<file path="config.mk">
export PLATFORM = sky130hd
export DESIGN_NAME = gcp_cmd_parser
export DESIGN_NICKNAME = d
export VERILOG_FILES = /design/src/rtl/gcp_pkg.sv /design/src/rtl/gcp_op_decode.sv /design/src/rtl/gcp_payload_sr.sv /design/src/rtl/gcp_param_bank.sv /design/src/rtl/gcp_cmd_parser.sv
export SDC_FILE = /design/constraint.sdc
export NUM_CORES = 1
export LEC_CHECK = 0
export BUFFER_PORTS_ARGS = -buffer_cell sky130_fd_sc_hd__buf_4
export CORE_MARGIN = 2
export CORE_UTILIZATION = 50
export CTS_CLUSTER_SIZE = 10
export DETAILED_ROUTE_END_ITERATION = 10
export PLACE_DENSITY = 0.67
export SLEW_MARGIN = 20
export SYNTH_ARGS = -nofsm -noshare
export SYNTH_HDL_FRONTEND = slang
export SYNTH_SLANG_ARGS = --single-unit
export TNS_END_PERCENT = 50
</file>
<file path="constraint.sdc">
create_clock -name clk -period 2 [get_ports clk]
set_input_delay 0 -clock clk [delete_from_list [all_inputs] [get_ports clk]]
set_output_delay 0 -clock clk [all_outputs]
set_load 0.005 [all_outputs]
</file>
<file path="src/rtl/gcp_pkg.sv">
package gcp_pkg;

    typedef enum logic [1:0] {
        ST_WAIT_OP,
        ST_GATHER,
        ST_FLUSH_HI
    } state_t;

    typedef enum logic [1:0] {
        K_CTRL,
        K_SET16,
        K_SET24,
        K_SET32
    } kind_t;

endpackage

</file>
<file path="src/rtl/gcp_op_decode.sv">
module gcp_op_decode
    import gcp_pkg::*;
#(
    parameter int AW = 6
) (
    input  logic [7:0]    op,
    output kind_t         kind,
    output logic [2:0]    nbytes,
    output logic [AW-1:0] base
);
    always_comb begin
        kind   = K_CTRL;
        nbytes = 3'd1;
        unique case (op[7:6])
            2'b00, 2'b01: begin
                kind   = K_CTRL;
                nbytes = 3'd1;
            end
            2'b10: begin
                kind   = K_SET16;
                nbytes = 3'd2;
            end
            2'b11: begin
                kind   = op[5] ? K_SET32 : K_SET24;
                nbytes = op[5] ? 3'd4 : 3'd3;
            end
            default: ;
        endcase
        if (kind == K_SET16) base = op[AW-1:0];
        else                 base = {op[AW-2:0], 1'b0};
    end
endmodule

</file>
<file path="src/rtl/gcp_payload_sr.sv">
module gcp_payload_sr #(
    parameter int BW = 8,
    parameter int NB = 3
) (
    input  logic             clk,
    input  logic             rst_n,
    input  logic             shift,
    input  logic [BW-1:0]    din,
    output logic [NB*BW-1:0] q
);
    always_ff @(posedge clk) begin
        if (!rst_n)     q <= '0;
        else if (shift) q <= {q[(NB-1)*BW-1:0], din};
    end
endmodule

</file>
<file path="src/rtl/gcp_param_bank.sv">
module gcp_param_bank #(
    parameter int N     = 64,
    parameter int W     = 16,
    parameter int IDX_A = 0,
    parameter int IDX_B = 1,
    localparam int AW   = $clog2(N)
) (
    input  logic          clk,
    input  logic          rst_n,
    input  logic          we,
    input  logic [AW-1:0] addr,
    input  logic [W-1:0]  wdata,
    output logic [W-1:0]  rd_a,
    output logic [W-1:0]  rd_b
);
    logic [W-1:0] mem [N];

    always_ff @(posedge clk) begin
        if (!rst_n) begin
            for (int i = 0; i < N; i++) mem[i] <= '0;
        end else if (we) begin
            mem[addr] <= wdata;
        end
    end

    assign rd_a = mem[IDX_A];
    assign rd_b = mem[IDX_B];
endmodule

</file>
<file path="src/rtl/gcp_cmd_parser.sv">
module gcp_cmd_parser
    import gcp_pkg::*;
#(
    parameter int NREGS           = 64,
    parameter int W               = 16,
    parameter logic [15:0] LATCH_WORD = 16'h0903,
    localparam int AW             = $clog2(NREGS)
) (
    input  logic          clk,
    input  logic          rst_n,
    input  logic          in_valid,
    input  logic [7:0]    in_data,
    output logic          in_ready,
    input  logic          down_ready,
    output logic          ctrl_valid,
    output logic [15:0]   ctrl_word,
    output logic          reg_we,
    output logic [AW-1:0] reg_addr,
    output logic [W-1:0]  reg_wdata,
    output logic          scale_valid,
    output logic [W-1:0]  scale_x,
    output logic [W-1:0]  scale_y
);
    state_t        state_q, state_d;
    kind_t         kind_q, dec_kind;
    logic [2:0]    rem_q, dec_nb;
    logic [AW-1:0] base_q, dec_base;
    logic [7:0]    op_q;
    logic [W-1:0]  hi_q;
    logic [23:0]   sr;
    logic [W-1:0]  bank_x, bank_y;
    logic          accept, last_byte;

    gcp_op_decode #(.AW(AW)) u_dec (
        .op(in_data), .kind(dec_kind), .nbytes(dec_nb), .base(dec_base)
    );

    gcp_payload_sr #(.BW(8), .NB(3)) u_sr (
        .clk(clk), .rst_n(rst_n),
        .shift(accept && state_q == ST_GATHER),
        .din(in_data), .q(sr)
    );

    gcp_param_bank #(.N(NREGS), .W(W), .IDX_A(0), .IDX_B(1)) u_bank (
        .clk(clk), .rst_n(rst_n), .we(reg_we), .addr(reg_addr),
        .wdata(reg_wdata), .rd_a(bank_x), .rd_b(bank_y)
    );

    assign in_ready  = down_ready && (state_q != ST_FLUSH_HI);
    assign accept    = in_valid && in_ready;
    assign last_byte = accept && (state_q == ST_GATHER) && (rem_q == 3'd1);

    always_comb begin
        state_d = state_q;
        unique case (state_q)
            ST_WAIT_OP:  if (accept) state_d = ST_GATHER;
            ST_GATHER:   if (last_byte)
                             state_d = (kind_q == K_SET24 || kind_q == K_SET32)
                                       ? ST_FLUSH_HI : ST_WAIT_OP;
            ST_FLUSH_HI: if (down_ready) state_d = ST_WAIT_OP;
            default:     state_d = ST_WAIT_OP;
        endcase
    end

    // State register and command context
    always_ff @(posedge clk) begin
        if (!rst_n) begin
            state_q <= ST_WAIT_OP;
            kind_q  <= K_CTRL;
            rem_q   <= '0;
            base_q  <= '0;
            op_q    <= '0;
        end else begin
            state_q <= state_d;
            if (accept && state_q == ST_WAIT_OP) begin
                kind_q <= dec_kind;
                rem_q  <= dec_nb;
                base_q <= dec_base;
                op_q   <= in_data;
            end else if (accept && state_q == ST_GATHER) begin
                rem_q <= rem_q - 3'd1;
            end
        end
    end

    // Registered outputs
    always_ff @(posedge clk) begin
        if (!rst_n) begin
            ctrl_valid  <= 1'b0;
            ctrl_word   <= '0;
            reg_we      <= 1'b0;
            reg_addr    <= '0;
            reg_wdata   <= '0;
            scale_valid <= 1'b0;
            scale_x     <= '0;
            scale_y     <= '0;
            hi_q        <= '0;
        end else begin
            ctrl_valid  <= 1'b0;
            reg_we      <= 1'b0;
            scale_valid <= 1'b0;
            if (last_byte) begin
                unique case (kind_q)
                    K_CTRL: begin
                        ctrl_valid <= 1'b1;
                        ctrl_word  <= {op_q, in_data};
                        if ({op_q, in_data} == LATCH_WORD) begin
                            scale_valid <= 1'b1;
                            scale_x     <= bank_x;
                            scale_y     <= bank_y;
                        end
                    end
                    K_SET16, K_SET24, K_SET32: begin
                        reg_we    <= 1'b1;
                        reg_addr  <= base_q;
                        reg_wdata <= {sr[7:0], in_data};
                        if (kind_q == K_SET24) hi_q <= {{8{sr[15]}}, sr[15:8]};
                        else                   hi_q <= sr[23:8];
                    end
                    default: ;
                endcase
            end else if (state_q == ST_FLUSH_HI && down_ready) begin
                reg_we    <= 1'b1;
                reg_addr  <= base_q + AW'(1);
                reg_wdata <= hi_q;
            end
        end
    end
endmodule

</file>
==> flow_summary.yaml <==
outcome:
  status: "completed"
routing:
  wl_per_cell_um: 16.32
  vias: 5346
  wirelength_um: 15910
  drt_iter0_drc: 536
  antenna_left: 0
  post_drt_via_cell_ratio: 5.483
  first_pass_iters: 5
  drc: 0
setup_path:
  crit_fanout: 32
  r2r-start: "kind_q[1]"
  cp_data_required_time_ns: 2.31
  worstSetupPathType: "reg -> reg"
  rr_worst_depth: 4
  cp.arrival_ns: 2.13
  rr_endpoint: "scale_x[9]"
  cp-end-kind: "register"
  reg2reg_slack_ns: 0.18
  startpoint_type: "register"
die:
  coreArea_sq_um: 12720
  fp-row-count: 41
  dieArea_sq_um: 14060
  start_util: 0.5158
  dieWidth_um: 118.6
  io_pins: 86
  die_h_um: 118.6
synthesis:
  syn_inst: 707
  syn_area_sq_um: 6563
  syn_nets: 722
  ys_seq_elements: 166
  ys_types: 54
  async_flop_share: 0
  synth.avg_cell_area_sq_um: 9.282
  ys_warn_count: 0
  synth_edf_count: 32
  yosys_most_used_dff: "dfxtp_1"
  yosysSeqAreaShare: 0.5552
clock_tree:
  clkLatencyLatePin_ns: 0.42
  clockRootBuffer: "clkbuf_16"
  cts_buffers: 17
  cts_tree: "yes"
  h-tree-depth: 4
  path_clk_slew_ns: 0.06
  cts_resized: 0
  cts_buffer_depth: 2
  cts_sinks: 166
timing:
  max_freq_ghz: 0.5496
  finalSetupViolCount: 0
  hold_viol: 0
  slew_headroom: 0.5552
  rsz0062_at_grt: "no"
  slew_violations: 0
  finalSetupTns_ns: 0
  worst_pin_slew_ns: 0.6662
  final.min_clock_period_ns: 1.819
  clock_skew_ns: 0.008387
  post-route-period-util: 0.9097
job:
  maxCapViolations: 0
placed_design:
  portBuffers: 85
  place_inst: 934
  place_hpwl_um: 10580
  gp_congestion: 0.8698
layout:
  n_antenna_cell: 0
  nets: 805
  utilization: 0.6330
  drive_gt1_frac: 0.1930
  instances_no_fill: 975
  syn_to_final_growth_pct: 22.71
hold_path:
  hold_path_startpoint: "in_valid"
  min_path_cells: 4
  hold_path.class: "in -> reg"
  worstHoldEndpoint: "ctrl_valid"
power_and_ir_drop:
  p_leak_nw: 2.968
  power_density_nw_per_um2: 855.5
  vdd_ir_drop_max_mv: 0.5904
grt:
  grt_max_degree: 38
  antenna_found_initial: 0
  track_usage: 0.2334
  grt-ovfl-total: 0
  grt_pass1_wl_um: 25940
  grt_pass1_vias: 4965
logic make-up (layout without fill, tap and decap cells):
logic type | after synthesis | count (layout) | synth area share
and+or+nand+nor | 255 | 255 | 0.1939
AOI/OAI and AO/OA | 194 | 194 | 0.1619
DFF | 166 | 166 | 0.5552
buffers and inverters | 63 | 159 | 0.04442
muxes | 22 | 22 | 0.03356
xor gates and xnor gates | 4 | 4 | 0.005339
adders and majority gates | 3 | 3 | 0.005720
worst max path at each step:
| stage | from | to | slack, ns | cells past startpoint |
|---|---|---|---|---|
| detailed placement | kind_q[1] | scale_x[9] | 0.19 | 4 |
| global placement | kind_q[1] | scale_x[4] | 0.25 | 4 |
| floorplan | reg_addr[2] | u_bank.mem[0][0] | 0.22 | 4 |
| CTS | kind_q[1] | scale_x[4] | 0.17 | 4 |
| global route | rem_q[1] | reg_wdata[7] | 0.07 | 8 |
| finish | kind_q[1] | scale_x[9] | 0.18 | 4 |
metrics by stage:
stage	power (mW)	worst slack (ns)	instance area [sq um]	hold slack (ns)
after detailed placement	3.824	0.1897	7400	0.3125
final	6.889	0.1806	8053	0.04240
after global routing	7.102	0.07023	8053	0.03748
after global placement	3.816	0.2497	7400	0.3052
after CTS	6.938	0.1748	8053	0.02210
after floorplan	3.718	0.2186	6563	0.1103
flip-flops by register name (all words and copies together), names as in the netlist:
name         cells
base_q           6
ctrl_valid       1
ctrl_word       16
hi_q            16
kind_q           2
op_q             8
reg_addr         6
reg_wdata       16
reg_we           1
rem_q            3
scale_valid      1
scale_x         16
scale_y         16
state_q          2
u_bank.mem      32
u_sr.q          24
Yosys cell counts (2+ instances only):
cell type,number,area share
buf_4,2,0.0023
o21ai_0,25,0.019
nor4_1,3,0.0029
nor3_2,2,0.0031
nand2_1,120,0.069
and3_1,2,0.0019
and2_1,33,0.031
nand3b_4,2,0.0061
nor2_1,25,0.014
a211oi_1,15,0.017
a31oi_1,2,0.0019
a21oi_1,112,0.085
buf_6,3,0.0051
ha_1,3,0.0057
and3b_1,2,0.0027
nor3_1,8,0.0061
inv_1,6,0.0034
xor2_1,3,0.0040
mux2i_1,22,0.034
nand3_1,37,0.028
o21ai_1,30,0.023
clkbuf_1,31,0.018
buf_2,20,0.015
dfxtp_1,134,0.41
edfxtp_1,32,0.15
nor2b_1,2,0.0019
nand2b_1,4,0.0038
what timing repair did:
action / CTS / global route
buffers inserted: 0 / 0
endpoints found under the setup margin: 0 / 0
endpoints found under the hold margin: 35 / 0
hold buffers: 9 / 0
where the power goes:
group          switching [mW]  internal, mW  leakage, nW
registers              0.0353          3.45         1.41
logic                   0.178         0.101         1.28
clock network            1.29          1.83        0.275
metal layers:
layer,vias to the layer above,wire length (um),GRT usage
li1,2625,-,-
met1,2536,7372,0.3114
met2,165,7436,0.3696
met3,20,771,0.04488
met4,0,329,0.1004
met5,-,0,0
cells in the final DEF (no fill, tap or decap), types with 4 or more instances in the layout:
| cell type | n |
|---|---|
| edfxtp_1 | 32 |
| mux2i_1 | 22 |
| a21oi_1 | 112 |
| clkbuf_16 | 17 |
| a211oi_1 | 15 |
| and2_1 | 33 |
| nand2b_1 | 4 |
| buf_12 | 4 |
| o21ai_1 | 30 |
| clkinv_2 | 5 |
| nand2_1 | 120 |
| dfxtp_1 | 134 |
| inv_1 | 5 |
| nor3_1 | 8 |
| nor2_1 | 25 |
| buf_4 | 108 |
| o21ai_0 | 25 |
| nand3_1 | 37 |
| dlygate4sd3_1 | 9 |
critical path, cell delays in order, from the launching register on:
cell	delay, ns
dfxtp_1	0.34
or2_4	0.30
or4_4	0.72
o21ai_1	0.23
a21oi_1	0.09
area by class of cell:
type                            count  area (sq um)
Clock inverter                     13         130.1
Clock buffer                       19         432.9
Fill cell                        1092          4669
Timing Repair Buffer              121         980.9
Multi-Input combinational cell    478          2628
Sequential cell                   166          3643
Tap cell                          172         215.2
Inverter                            6         22.52
Power figures use the tool's default switching activity.
